==> config.mk <==
export PLATFORM = sky130hd
export DESIGN_NAME = status_guard
export DESIGN_NICKNAME = d
export VERILOG_FILES = /design/src/rtl/status_guard.sv
export SDC_FILE = /design/constraint.sdc
export NUM_CORES = 1
export LEC_CHECK = 0
export ABC_AREA = 1
export BUFFER_PORTS_ARGS = -buffer_cell sky130_fd_sc_hd__buf_2
export CAP_MARGIN = 40
export CORE_MARGIN = 2
export CORE_UTILIZATION = 43
export DETAILED_ROUTE_END_ITERATION = 7
export PLACE_DENSITY = 0.88
export SYNTH_ARGS = -nofsm -noshare
export SYNTH_HDL_FRONTEND = slang
export SYNTH_SLANG_ARGS = --single-unit
==> constraint.sdc <==
create_clock -name clk -period 1.72 [get_ports clk]
set_clock_uncertainty 0.2 [all_clocks]
set_input_delay 0.258 -clock clk [delete_from_list [all_inputs] [get_ports clk]]
set_output_delay 0.258 -clock clk [all_outputs]
set_load 0.01 [all_outputs]
==> src/rtl/status_guard.sv <==
module status_guard #(
  parameter int ADDR_W     = 13,
  parameter int PAGE_BYTES = 64
) (
  input  logic              clk,
  input  logic              rst_n,
  input  logic              sel_n,
  input  logic              wp_n,
  input  logic              busy,
  input  logic              cmd_wren,
  input  logic              cmd_wrdi,
  input  logic              cmd_wrsr,
  input  logic [7:0]        wrsr_data,
  input  logic [ADDR_W-1:0] addr,
  output logic [7:0]        status_o,
  output logic              prot_hit,
  output logic              wr_ok,
  output logic              sr_start
);
  localparam int PAGE_W = $clog2(PAGE_BYTES);
  localparam int HI_W   = ADDR_W - PAGE_W;

  logic       pe_q, we_q, sel_q, busy_q, pend_q;
  logic [2:0] bp_q;
  logic [3:0] pend_d;

  wire done  = busy_q & ~busy;
  wire lock  = pe_q & ~wp_n;
  wire rise  = ~sel_q & sel_n;
  wire take  = cmd_wrsr & ~busy & we_q & ~sel_n & ~lock;

  assign sr_start = pend_q & rise & ~lock;
  assign status_o = {pe_q, 2'b00, bp_q, we_q, busy};

  always_ff @(posedge clk or negedge rst_n) begin
    if (!rst_n) begin
      pe_q   <= 1'b0;
      bp_q   <= 3'b000;
      we_q   <= 1'b0;
      sel_q  <= 1'b1;
      busy_q <= 1'b0;
      pend_q <= 1'b0;
      pend_d <= 4'h0;
    end else begin
      sel_q  <= sel_n;
      busy_q <= busy;
      if (done)                  we_q <= 1'b0;
      else if (!busy && cmd_wren) we_q <= 1'b1;
      else if (!busy && cmd_wrdi) we_q <= 1'b0;
      if (rise || lock)          pend_q <= 1'b0;
      else if (take) begin
        pend_q <= 1'b1;
        pend_d <= {wrsr_data[7], wrsr_data[4:2]};
      end
      if (sr_start) {pe_q, bp_q} <= pend_d;
    end
  end

  always_comb begin
    case (bp_q)
      3'd1, 3'd2, 3'd3, 3'd4: prot_hit = (addr[ADDR_W-1 -: 2] == 2'(bp_q - 3'd1));
      3'd5:    prot_hit = ~addr[ADDR_W-1];
      3'd6:    prot_hit = (addr[ADDR_W-1 -: HI_W] == '0);
      3'd7:    prot_hit = &addr[ADDR_W-1 -: HI_W];
      default: prot_hit = 1'b0;
    endcase
  end

  assign wr_ok = we_q & ~prot_hit;

  assert_wren_sets_R3: assert property (@(posedge clk) disable iff (!rst_n)
    (cmd_wren && !busy && !busy_q) |=> status_o[1]);
  assert_busy_ignores_R3: assert property (@(posedge clk) disable iff (!rst_n)
    (busy && !status_o[1]) |=> !status_o[1]);
  assert_done_clears_R4: assert property (@(posedge clk) disable iff (!rst_n)
    $fell(busy) |=> !status_o[1]);
  assert_only_commit_R5: assert property (@(posedge clk) disable iff (!rst_n)
    !sr_start |=> $stable(status_o[7:2]));
  assert_pin_lock_R6: assert property (@(posedge clk) disable iff (!rst_n)
    (status_o[7] && !wp_n) |-> !sr_start);
  assert_permit_R9: assert property (@(posedge clk) disable iff (!rst_n)
    wr_ok |-> status_o[1]);
endmodule

* Yosys cells after proc, flatten, opt, wreduce, memory -nomap -nowiden
Index checks and enable logic that the tools add are counted.
** Cells by class
- Multiplexer cells :: 6
- Add/subtract/negate cells :: 1
- Eq/ne operators :: 8
- Reduce and logical (&&, ||, !) cells :: 10
- Bitwise operators :: 18
** Operator list (count)
- $eq 3x3->1 const B :: 4
- $and 1x1->1 :: 10
- $not 1->1 :: 8
- $logic_not 7->1 :: 1
- $reduce_and 7->1 :: 1
- $eq 3x2->1 const B :: 2
- $mux 1 :: 5
- $pmux 1 s4 :: 1
- $reduce_or 4->1 :: 1
- $eq 3x1->1 const B :: 1
- $reduce_bool 3->1 :: 1
- $eq 2x2->1 :: 1
- $logic_and 1x1->1 :: 2
- $reduce_and 2->1 :: 1
- $reduce_bool 2->1 :: 1
- $sub 2x1->2 const B :: 1
- $logic_not 1->1 :: 1
- $logic_or 1x1->1 :: 1
** Storage, ports and cells
- Output and inout port bits :: 11
- Register bits after elaboration :: 12
- Input port bits :: 29
- Word-level logic and storage cells :: 50

* Depth between registers and ports, before layout
Gate-level depths: netlist (run 1).
- Depth in word-level cells :: 7
- Depth in mapped cells :: 9

* Worst setup path before layout (run 1)
OpenSTA, ideal clock, no wires.
- Kind :: register -> output
- From :: register bp_q[0]
- To :: output wr_ok
- Arrival time :: 1323 ps
- Buffers on the path :: 0
- Path slack :: -61 ps
- Data required time :: 1262 ps
- Stages on the path, launching flop included :: 10
- Path through :: dfrtp_1 > inv_1 > ha_1 > inv_1 > nand2_1 > nand3_2 > nor2_1 > nor2_2 > nand2_2 > nor2_2
** On the way
- Word-level cells in the longest chain between the ends :: 5
- Elaborated cells on any way between the ends :: 13
** Ends and longest elaborated chain
- start: declaration :: line 24 : logic [2:0] bp_q;
- start signal: assignment :: line 55 : if (sr_start) {pe_q, bp_q} <= pend_d;
- $sub 2x1->2, or another cell as far along :: line 61 : 3'd1, 3'd2, 3'd3, 3'd4: prot_hit = (addr[ADDR_W-1 -: 2] == 2'(bp_q - 3'd1));
- $eq 2x2->1 / $reduce_or 4->1 (equally long branches) :: line 61, 60
- $pmux 1 s4 (*) :: line 60 : case (bp_q)
- net prot_hit :: line 16 : output logic prot_hit,
- $not 1->1 (*) :: line 69 : assign wr_ok = we_q & ~prot_hit;
- $and 1x1->1 (*) :: line 69
- end: declaration :: line 17 : output logic wr_ok,
The timed path passes the listed nets; every way through them passes the cells marked *.

* Worst setup path after layout (run 1)
- From :: register bp_q[0]
- To :: output wr_ok
** On the way
- Word-level cells in the longest chain between the ends :: 5
- Elaborated cells on any way between the ends :: 13
** Ends and longest elaborated chain (line)
- $sub 2x1->2, or another cell as far along :: 61
- $eq 2x2->1 / $reduce_or 4->1 (equally long branches) :: 61, 60
- $pmux 1 s4 (*) :: 60
- $not 1->1 (*) :: 69
- $and 1x1->1 (*) :: 69
Mark *: on every way between the ends. The rest lies on a longest branch, timed or not.

==> results.json, run 1 <==
{
  "gp_congestion": 0.702,
  "synth.avg_cell_area_um2": 7.75,
  "synth_cell_types": 19,
  "routedLengthMet1_um": 596,
  "final_antenna_net_count": 0,
  "outcome": "finished with violations",
  "io_pins": 40,
  "finalCriticalPeriod_ps": 2000,
  "yosysSeqAreaShare_pct": 40.1,
  "first_iter_violations": 13,
  "layout_common_cells": "buf_2 (26), nand2_1 (22), nor2_1 (12), inv_1 (12), dfrtp_1 (9)",
  "cts.sinks": 12,
  "violations": "setup timing",
  "wirelength_um": 1690,
  "grt_setup_unrepaired": "true",
  "critical_path_arrival_ps": 1540,
  "rows": 15,
  "routed_via_density": 4.83,
  "synthCells": 97,
  "antenna_found_initial": 0,
  "powerDensity_nw_per_um2": 1310,
  "cp-start-kind": "flip-flop",
  "drive_gt1_share_pct": 43.9,
  "yosys_warnings": 0,
  "grt_max_degree": 13,
  "htree_levels": 1,
  "ys_seq_elements": 12,
  "p_total_uw": 1350,
  "wl_per_cell_um": 11.4,
  "syn_area_um2": 752,
  "first_pass_iters": 4,
  "fmax_mhz": 500,
  "antennaDiodeCount": 0,
  "slew_viol_final": 0,
  "fin_ws_ps": -281,
  "drc": 0,
  "worstSetupPathType": "flip-flop to output port",
  "maxCapViolCount": 0,
  "ys_async_sr_fraction_pct": 100,
  "port_buffers": 27,
  "core-area_um2": 1690,
  "end_kind": "output port",
  "critical_path.max_fanout": 5,
  "syn_to_final_growth_pct": 37.3,
  "final_nets": 166,
  "path_clk_slew_ps": 70,
  "insertion_delay_ps": 260,
  "min_path_type": "input pin to flip-flop",
  "final_common_cell": "buf_2",
  "globalRouteTotalUtil_pct": 16.8,
  "cts_buffer_depth": 2,
  "root_buffer": "clkbuf_4",
  "cts_buffers": 3,
  "fp.dieW_um": 45.8,
  "yosys_most_used_dff": "dfrtp_1",
  "wl_met2_um": 996,
  "vias": 720,
  "place_ws_ps": -78.3,
  "setup_viol_count_final": 2,
  "grt_first_pass_wirelength_um": 2460,
  "power_leakage_uw": 0.000553,
  "grt_pass1_vias": 605,
  "gr-total-overflow": 0,
  "dieArea_um2": 2100,
  "cp.required_ps": 1260,
  "tritoncts": "built",
  "synth_edf_count": 0,
  "dp_hpwl_um": 1130,
  "dieHeight_um": 45.8,
  "period_share_pct": 116,
  "top_layer": "met4",
  "vdd_drop_max_mv": 0.762,
  "finalHoldViolCount": 0,
  "start_util_pct": 44.5,
  "met3WireLength_um": 76
}
critical path, cell delays in order, from the launching register on:
cell	delay (ps)
dfrtp_2	450
inv_4	100
ha_4	210
inv_2	50
nand2_2	50
nand3_2	50
nor2_2	40
nor2_2	80
nand2_2	70
nor2_4	80
buf_6	100
path summary, 6_finish.rpt:
kind                              start  depth (start not counted)  slack (ps)         to
max                             bp_q[0]                         10        -280      wr_ok
min                        wrsr_data[4]                          3          20  pend_d[2]
max reg2reg                        pe_q                          4         500  pend_d[3]
min reg2reg                   pend_d[2]                          2         310  pend_d[2]
max in group asynchronous         rst_n                          2         850      sel_q
min in group asynchronous         rst_n                          2         210       pe_q
final cells by class:
type                    instances  area, um2
clock buffers                   4       36.3
fillers                       141        657
inverters                      16       63.8
multi-input cells              65        395
flip-flops and latches         12        304
well taps                      17       21.3
repair buffers                 35        211
repair_timing:
action                                 in CTS  in global routing
setup endpoints to repair                   2                  2
hold buffers                                4                  0
resized for setup                           8                  5
pin swaps                                   0                  2
buffers inserted                            1                  0
endpoints found under the hold margin      15                  0
synthesized netlist by cell type, types with 2 or more instances:
cell | instances | area, um2
a21oi_1 | 3 | 15.0
buf_4 | 5 | 37.5
ha_1 | 4 | 50.1
nand2_2 | 2 | 12.5
dfrtp_1 | 11 | 275
inv_1 | 15 | 56.3
nand2_1 | 24 | 90.1
nor2_2 | 4 | 25.0
o21ai_1 | 6 | 30.0
nor2_1 | 14 | 52.6
stage by stage:
step                      hold slack (ps)  util (%)  std cells  instance area [um2]  setup TNS, ps
final                                24.8      61.1        149                 1030           -530
after global routing                 44.7      61.1        149                 1030           -701
after floorplan                      -238         -         98                  762              0
after detailed placement            -64.3      53.5        140                  903           -133
after global placement              -64.0      53.5        140                  903          -88.3
after CTS                            21.6      60.0        149                 1010           -576
sequential cells by signal, summed over array words and instances (netlist names):
register  cells
sel_q         1
we_q          1
pend_d        4
bp_q          3
pend_q        1
busy_q        1
pe_q          1
routing by layer:
layer | up-vias | GRT usage [%]
met2 | 23 | 32.7
met4 | 0 | 8.00
met3 | 4 | 1.59
li1 | 358 | -
met5 | - | 0
met1 | 335 | 17.5
kinds of logic after synthesis:
group                    after synthesis  share of synthesized area, %
AO/OA/AOI/OAI                         11                          7.65
AND/OR/NAND/NOR                       48                          31.9
flip-flops                            12                          40.1
buffers and inverters                 21                          13.1
adder cells (fa/ha/maj)                4                          6.66
other                                  1                         0.499
report_power, final:
| part | internal, uW | switching [uW] |
|---|---|---|
| Sequential | 373 | 90.2 |
| Combinational | 321 | 352 |
| Clock | 128 | 88.0 |
| Total | 822 | 530 |
Power figures use the tool's default switching activity.
==> inputs of run 2 (changes only) <==
--- a/config.mk
+++ b/config.mk
@@ -6,7 +6,7 @@
 export NUM_CORES = 1
 export LEC_CHECK = 0
 export ABC_AREA = 1
-export BUFFER_PORTS_ARGS = -buffer_cell sky130_fd_sc_hd__buf_2
+export BUFFER_PORTS_ARGS = -buffer_cell sky130_fd_sc_hd__clkbuf_2
 export CAP_MARGIN = 40
 export CORE_MARGIN = 2
 export CORE_UTILIZATION = 43
==> constraint.sdc (replaced) <==
create_clock -name clk -period 2.1 [get_ports clk]
set_clock_uncertainty 0.2 [all_clocks]
set_input_delay 0.315 -clock clk [delete_from_list [all_inputs] [get_ports clk]]
set_output_delay 0.315 -clock clk [all_outputs]
set_load 0.01 [all_outputs]
==> results.json, run 2 (synthesis results as in run 1) <==
{
  "top_layer": "met4",
  "finalHoldViolCount": 0,
  "setup_viol_count_final": 0,
  "whs_path_depth": 1,
  "rrSetupSlack_ps": 830,
  "setup_tns_ps": 0,
  "first_pass_iters": 4,
  "cts_buffer_depth": 2,
  "vdd_drop_max_mv": 0.538,
  "crit_family": "simple AND/OR/NAND/NOR gates",
  "final_antenna_net_count": 0,
  "path_clk_slew_ps": 70,
  "end_kind": "output port",
  "start_util_pct": 44.5,
  "tritoncts": "built",
  "cp.required_ps": 1580,
  "port_buffers": 27,
  "dp_hpwl_um": 1340,
  "grt_pass1_vias": 710,
  "crit_buf_inv": 2,
  "cp_common_cell": "nor2_2",
  "cts.sinks": 12,
  "cp-start-kind": "flip-flop",
  "first_iter_violations": 10,
  "grt_setup_unrepaired": "true",
  "antennaDiodeCount": 0,
  "worstSetupPathType": "flip-flop to output port",
  "regMostFlops": "pend_d",
  "fp.dieW_um": 45.8,
  "worst_r2r_path_depth": 5,
  "wirelength_um": 1890,
  "dieArea_um2": 2100,
  "dieHeight_um": 45.8,
  "gp_congestion": 0.779,
  "drc": 0,
  "globalRouteTotalUtil_pct": 20.4,
  "top_regs": "pend_d x4, bp_q x3",
  "gr-total-overflow": 0,
  "worst_hold_path.endpoint": "busy_q",
  "fmax_mhz": 477,
  "critical_path.max_fanout": 4,
  "cp_cell_sequence": "buf_6 -> ha_2 -> nor2_1 -> nand2_1 -> nand2_1 -> nor2_2 -> nor2_2 -> nand2_2 -> nor2_2 -> buf_2",
  "rows": 15,
  "final_nets": 165,
  "r2r_end": "pe_q",
  "io_pins": 40,
  "maxCapViolCount": 0,
  "routed_via_density": 4.97,
  "period_share_pct": 99.8,
  "min_path_type": "input pin to flip-flop",
  "powerDensity_nw_per_um2": 1060,
  "drive_gt1_share_pct": 40.5,
  "finalCriticalPeriod_ps": 2100,
  "final_common_cell": "clkbuf_2",
  "r2r_start": "pe_q",
  "hp-start": "busy",
  "outcome": "finished clean",
  "root_buffer": "clkbuf_4",
  "insertion_delay_ps": 270,
  "crit_slowest_cell": "dfrtp_1",
  "syn_to_final_growth_pct": 30.6,
  "htree_levels": 1,
  "wl_per_cell_um": 12.7,
  "largest_reg_flops": 4,
  "final_core_util_pct": 58.1,
  "grt_max_degree": 13,
  "critical_path_arrival_ps": 1580,
  "routedLengthMet1_um": 645,
  "layout_common_cells": "clkbuf_2 (25), nand2_1 (24), nor2_1 (13), inv_1 (13), dfrtp_1 (11)",
  "slew_viol_final": 0,
  "power_leakage_uw": 0.000543,
  "cpPeakStageDelay_ps": 400,
  "wl_met2_um": 1060,
  "antenna_found_initial": 0,
  "met3WireLength_um": 84,
  "cts_buffers": 3,
  "grt_first_pass_wirelength_um": 2940,
  "fill_cells": 168,
  "core-area_um2": 1690,
  "vias": 735
}
run 2: cell types whose count changed in the layout (fill, tap and decap cells not counted), sizes merged:
cell         previous run  this run
clkbuf                  4        29
buf                    31         7
dlygate4sd3             4         2
run 2: cell type report:
type / instances / area [um2] / area share, %
Clock buffer: 4 / 26.3 / 2.68
Inverter: 16 / 61.3 / 6.24
Multi-Input combinational cell: 65 / 375 / 38.2
Sequential cell: 12 / 302 / 30.7
Tap cell: 17 / 21.3 / 2.17
Timing Repair Buffer: 34 / 196 / 20.0
run 2: worst register-to-register path: cells and delay by family (launching register included):
family	cells	cell delay [ps]
AO/OA/AOI/OAI	1	70
buffers and inverters	1	160
flip-flops	1	410
AND/OR/NAND/NOR	3	310
run 2: per-stage QoR:
step,area (um2),setup slack (ps),power (uW),hold slack (ps),cells
2_1_floorplan,756,262,652,-181,98
3_3_place_gp,875,227,745,0.374,137
3_5_place_dp,875,181,791,5.28,137
4_1_cts,967,0.663,1030,27.5,146
5_1_grt,982,-91.6,1130,24.6,148
6_report,982,4.68,1040,36.4,148
run 2: worst max path at each step:
stage | to | cells past startpoint | from | slack (ps)
after floorplan | wr_ok | 9 | bp_q[0] | 260
after global placement | wr_ok | 10 | bp_q[0] | 230
after detailed placement | wr_ok | 10 | bp_q[0] | 180
after CTS | wr_ok | 10 | bp_q[0] | 0.7
after global routing | wr_ok | 10 | bp_q[0] | -90
final | wr_ok | 10 | bp_q[0] | 5
run 2: power breakdown:
group	leakage (uW)	switching, uW	internal [uW]
clock network	0.0000150	73.3	73.5
logic	0.000386	289	237
registers	0.000142	62.7	302
run 2: routing by layer:
layer | GRT usage (%) | vias to the layer above
met1 | 19.9 | 339
li1 | - | 358
met4 | 18.9 | 0
met5 | 0 | -
met3 | 1.19 | 10
met2 | 37.5 | 28
run 2: repair_timing:
item / in CTS / in global routing
pin swaps: 2 / 3
endpoints found under the hold margin: 13 / 0
resized for setup: 6 / 3
buffers inserted: 3 / 2
setup endpoints to repair: 2 / 3
hold buffers: 2 / 0
==> inputs of run 3 (changes only) <==
--- a/config.mk
+++ b/config.mk
@@ -9,9 +9,10 @@
 export BUFFER_PORTS_ARGS = -buffer_cell sky130_fd_sc_hd__clkbuf_2
 export CAP_MARGIN = 40
 export CORE_MARGIN = 2
-export CORE_UTILIZATION = 43
+export CORE_UTILIZATION = 46
 export DETAILED_ROUTE_END_ITERATION = 7
-export PLACE_DENSITY = 0.88
+export GPL_TIMING_DRIVEN = 0
+export PLACE_DENSITY = 0.93
 export SYNTH_ARGS = -nofsm -noshare
 export SYNTH_HDL_FRONTEND = slang
 export SYNTH_SLANG_ARGS = --single-unit
==> constraint.sdc (replaced) <==
create_clock -name clk -period 2.6 [get_ports clk]
set_clock_uncertainty 0.2 [all_clocks]
set_input_delay 0.39 -clock clk [delete_from_list [all_inputs] [get_ports clk]]
set_output_delay 0.39 -clock clk [all_outputs]
set_load 0.01 [all_outputs]
==> results.json, run 3 (synthesis results as in run 1) <==
{
  "outcome": "finished clean",
  "largest_reg_flops": 4,
  "first_pass_iters": 4,
  "worst_hold_path.endpoint": "sel_q",
  "dp_hpwl_um": 1200,
  "fill_cells": 133,
  "setup_viol_count_final": 0,
  "cts_buffers": 3,
  "htree_levels": 1,
  "end_kind": "output port",
  "min_path_type": "input pin to flip-flop",
  "grt_setup_unrepaired": "false",
  "tritoncts": "built",
  "grt_pass1_vias": 620,
  "rows": 14,
  "wl_per_cell_um": 9.64,
  "setup_tns_ps": 0,
  "fp.dieW_um": 44.4,
  "core-area_um2": 1520,
  "critical_path_arrival_ps": 1690,
  "rrSetupSlack_ps": 1400,
  "drive_gt1_share_pct": 36.9,
  "layout_common_cells": "clkbuf_2 (27), nand2_1 (24), inv_1 (15), nor2_1 (14), dfrtp_1 (11)",
  "finalCriticalPeriod_ps": 2280,
  "final_nets": 164,
  "final_cells": 146,
  "grt_max_degree": 13,
  "crit_family": "flip-flops",
  "crit_buf_inv": 3,
  "drc": 0,
  "period_share_pct": 87.7,
  "start_util_pct": 49.3,
  "multi_input_area_um2": 355,
  "critical_path.max_fanout": 6,
  "worst_r2r_path_depth": 4,
  "hp-start": "sel_n",
  "power_leakage_uw": 0.000549,
  "gr-total-overflow": 0,
  "cts_buffer_depth": 2,
  "worstSetupPathType": "flip-flop to output port",
  "hold_ws_ps": 42.7,
  "powerDensity_nw_per_um2": 811,
  "insertion_delay_ps": 260,
  "cp-start-kind": "flip-flop",
  "cts.sinks": 12,
  "antenna_found_initial": 0,
  "fmax_mhz": 439,
  "finalHoldViolCount": 0,
  "dieHeight_um": 44.4,
  "seqCellArea_um2": 302,
  "root_buffer": "clkbuf_4",
  "crit_slowest_cell": "dfrtp_1",
  "wirelength_um": 1410,
  "r2r_start": "pe_q",
  "regMostFlops": "pend_d",
  "post_dp_cell_area_um2": 911,
  "cpPeakStageDelay_ps": 440,
  "port_buffers": 27,
  "first_iter_violations": 5,
  "cp_cell_sequence": "inv_1 -> ha_1 -> inv_1 -> nand2_1 -> nand3_2 -> nor2_1 -> nor2_2 -> nand2_2 -> nor2_2 -> clkbuf_2",
  "postCtsResizedCells": 0,
  "antennaDiodeCount": 0,
  "globalRouteTotalUtil_pct": 16.9,
  "final_area_um2": 957,
  "path_clk_slew_ps": 70,
  "final_antenna_net_count": 0,
  "dieArea_um2": 1970,
  "routed_via_density": 4.51,
  "vias": 659,
  "vdd_drop_max_mv": 0.522,
  "r2r_end": "pend_d[1]",
  "top_regs": "pend_d x4, bp_q x3",
  "io_pins": 40,
  "final_common_cell": "clkbuf_2",
  "cp.required_ps": 2010,
  "maxCapViolCount": 0,
  "grt_first_pass_wirelength_um": 2440,
  "gp_congestion": 0.829,
  "syn_to_final_growth_pct": 27.3,
  "final_core_util_pct": 62.8,
  "whs_path_depth": 1,
  "slew_viol_final": 0,
  "dpl.cell_count": 141,
  "cp.depth": 10
}
## run 3: cell count changes in the layout (fill, tap and decap cells not counted), sizes merged
cell / before / now
buf: 7 / 5
dlygate4sd3: 2 / 1
clkbuf: 29 / 31
## run 3: per-layer routing
metal	track usage (%)	part of all wire, %	up-vias
met4	9.09	1.2	0
met1	18.6	39	284
met3	1.22	5.4	2
li1	-	-	352
met5	0	0	-
met2	31.8	54	21
## run 3: per-stage QoR
stage                     setup WS, ps  total power [uW]
after floorplan                    687               526
after global placement             634               619
after detailed placement           597               642
after global routing               158               846
final                              321               777
after CTS                          298               790
## run 3: power by group
part	leakage [uW]	internal, uW	switching [uW]
Combinational	0.000387	148	188
Sequential	0.000142	244	51.6
Clock	0.0000210	85.0	59.7
Total	0.000549	477	300
## run 3: worst reg2reg max path: cells and delay by family, from the launching register on
kind / cells / cell delay [ps]
flip-flops: 1 / 400
AO/OA/AOI/OAI: 1 / 60
AND/OR/NAND/NOR: 3 / 440
## run 3: how the worst max path moves through the flow
stage | from | end
after global placement | bp_q[0] | wr_ok
after CTS | bp_q[0] | wr_ok
after global routing | bp_q[0] | wr_ok
final | bp_q[0] | wr_ok
after detailed placement | bp_q[0] | wr_ok
after floorplan | bp_q[0] | wr_ok
## run 3: what timing repair did
item | CTS | global route
hold buffers | 1 | 0
endpoints found under the hold margin | 11 | 0
setup buffers | 0 | 0
setup endpoints to repair | 0 | 0
## run 3: cell type report
type                            count  area share [%]
Buffer                              5            3.92
Sequential cell                    12            31.5
Timing Repair Buffer               28            15.2
Tap cell                           16            2.09
Clock buffer                        4            3.79
Multi-Input combinational cell     65            37.1
Inverter                           16            6.41
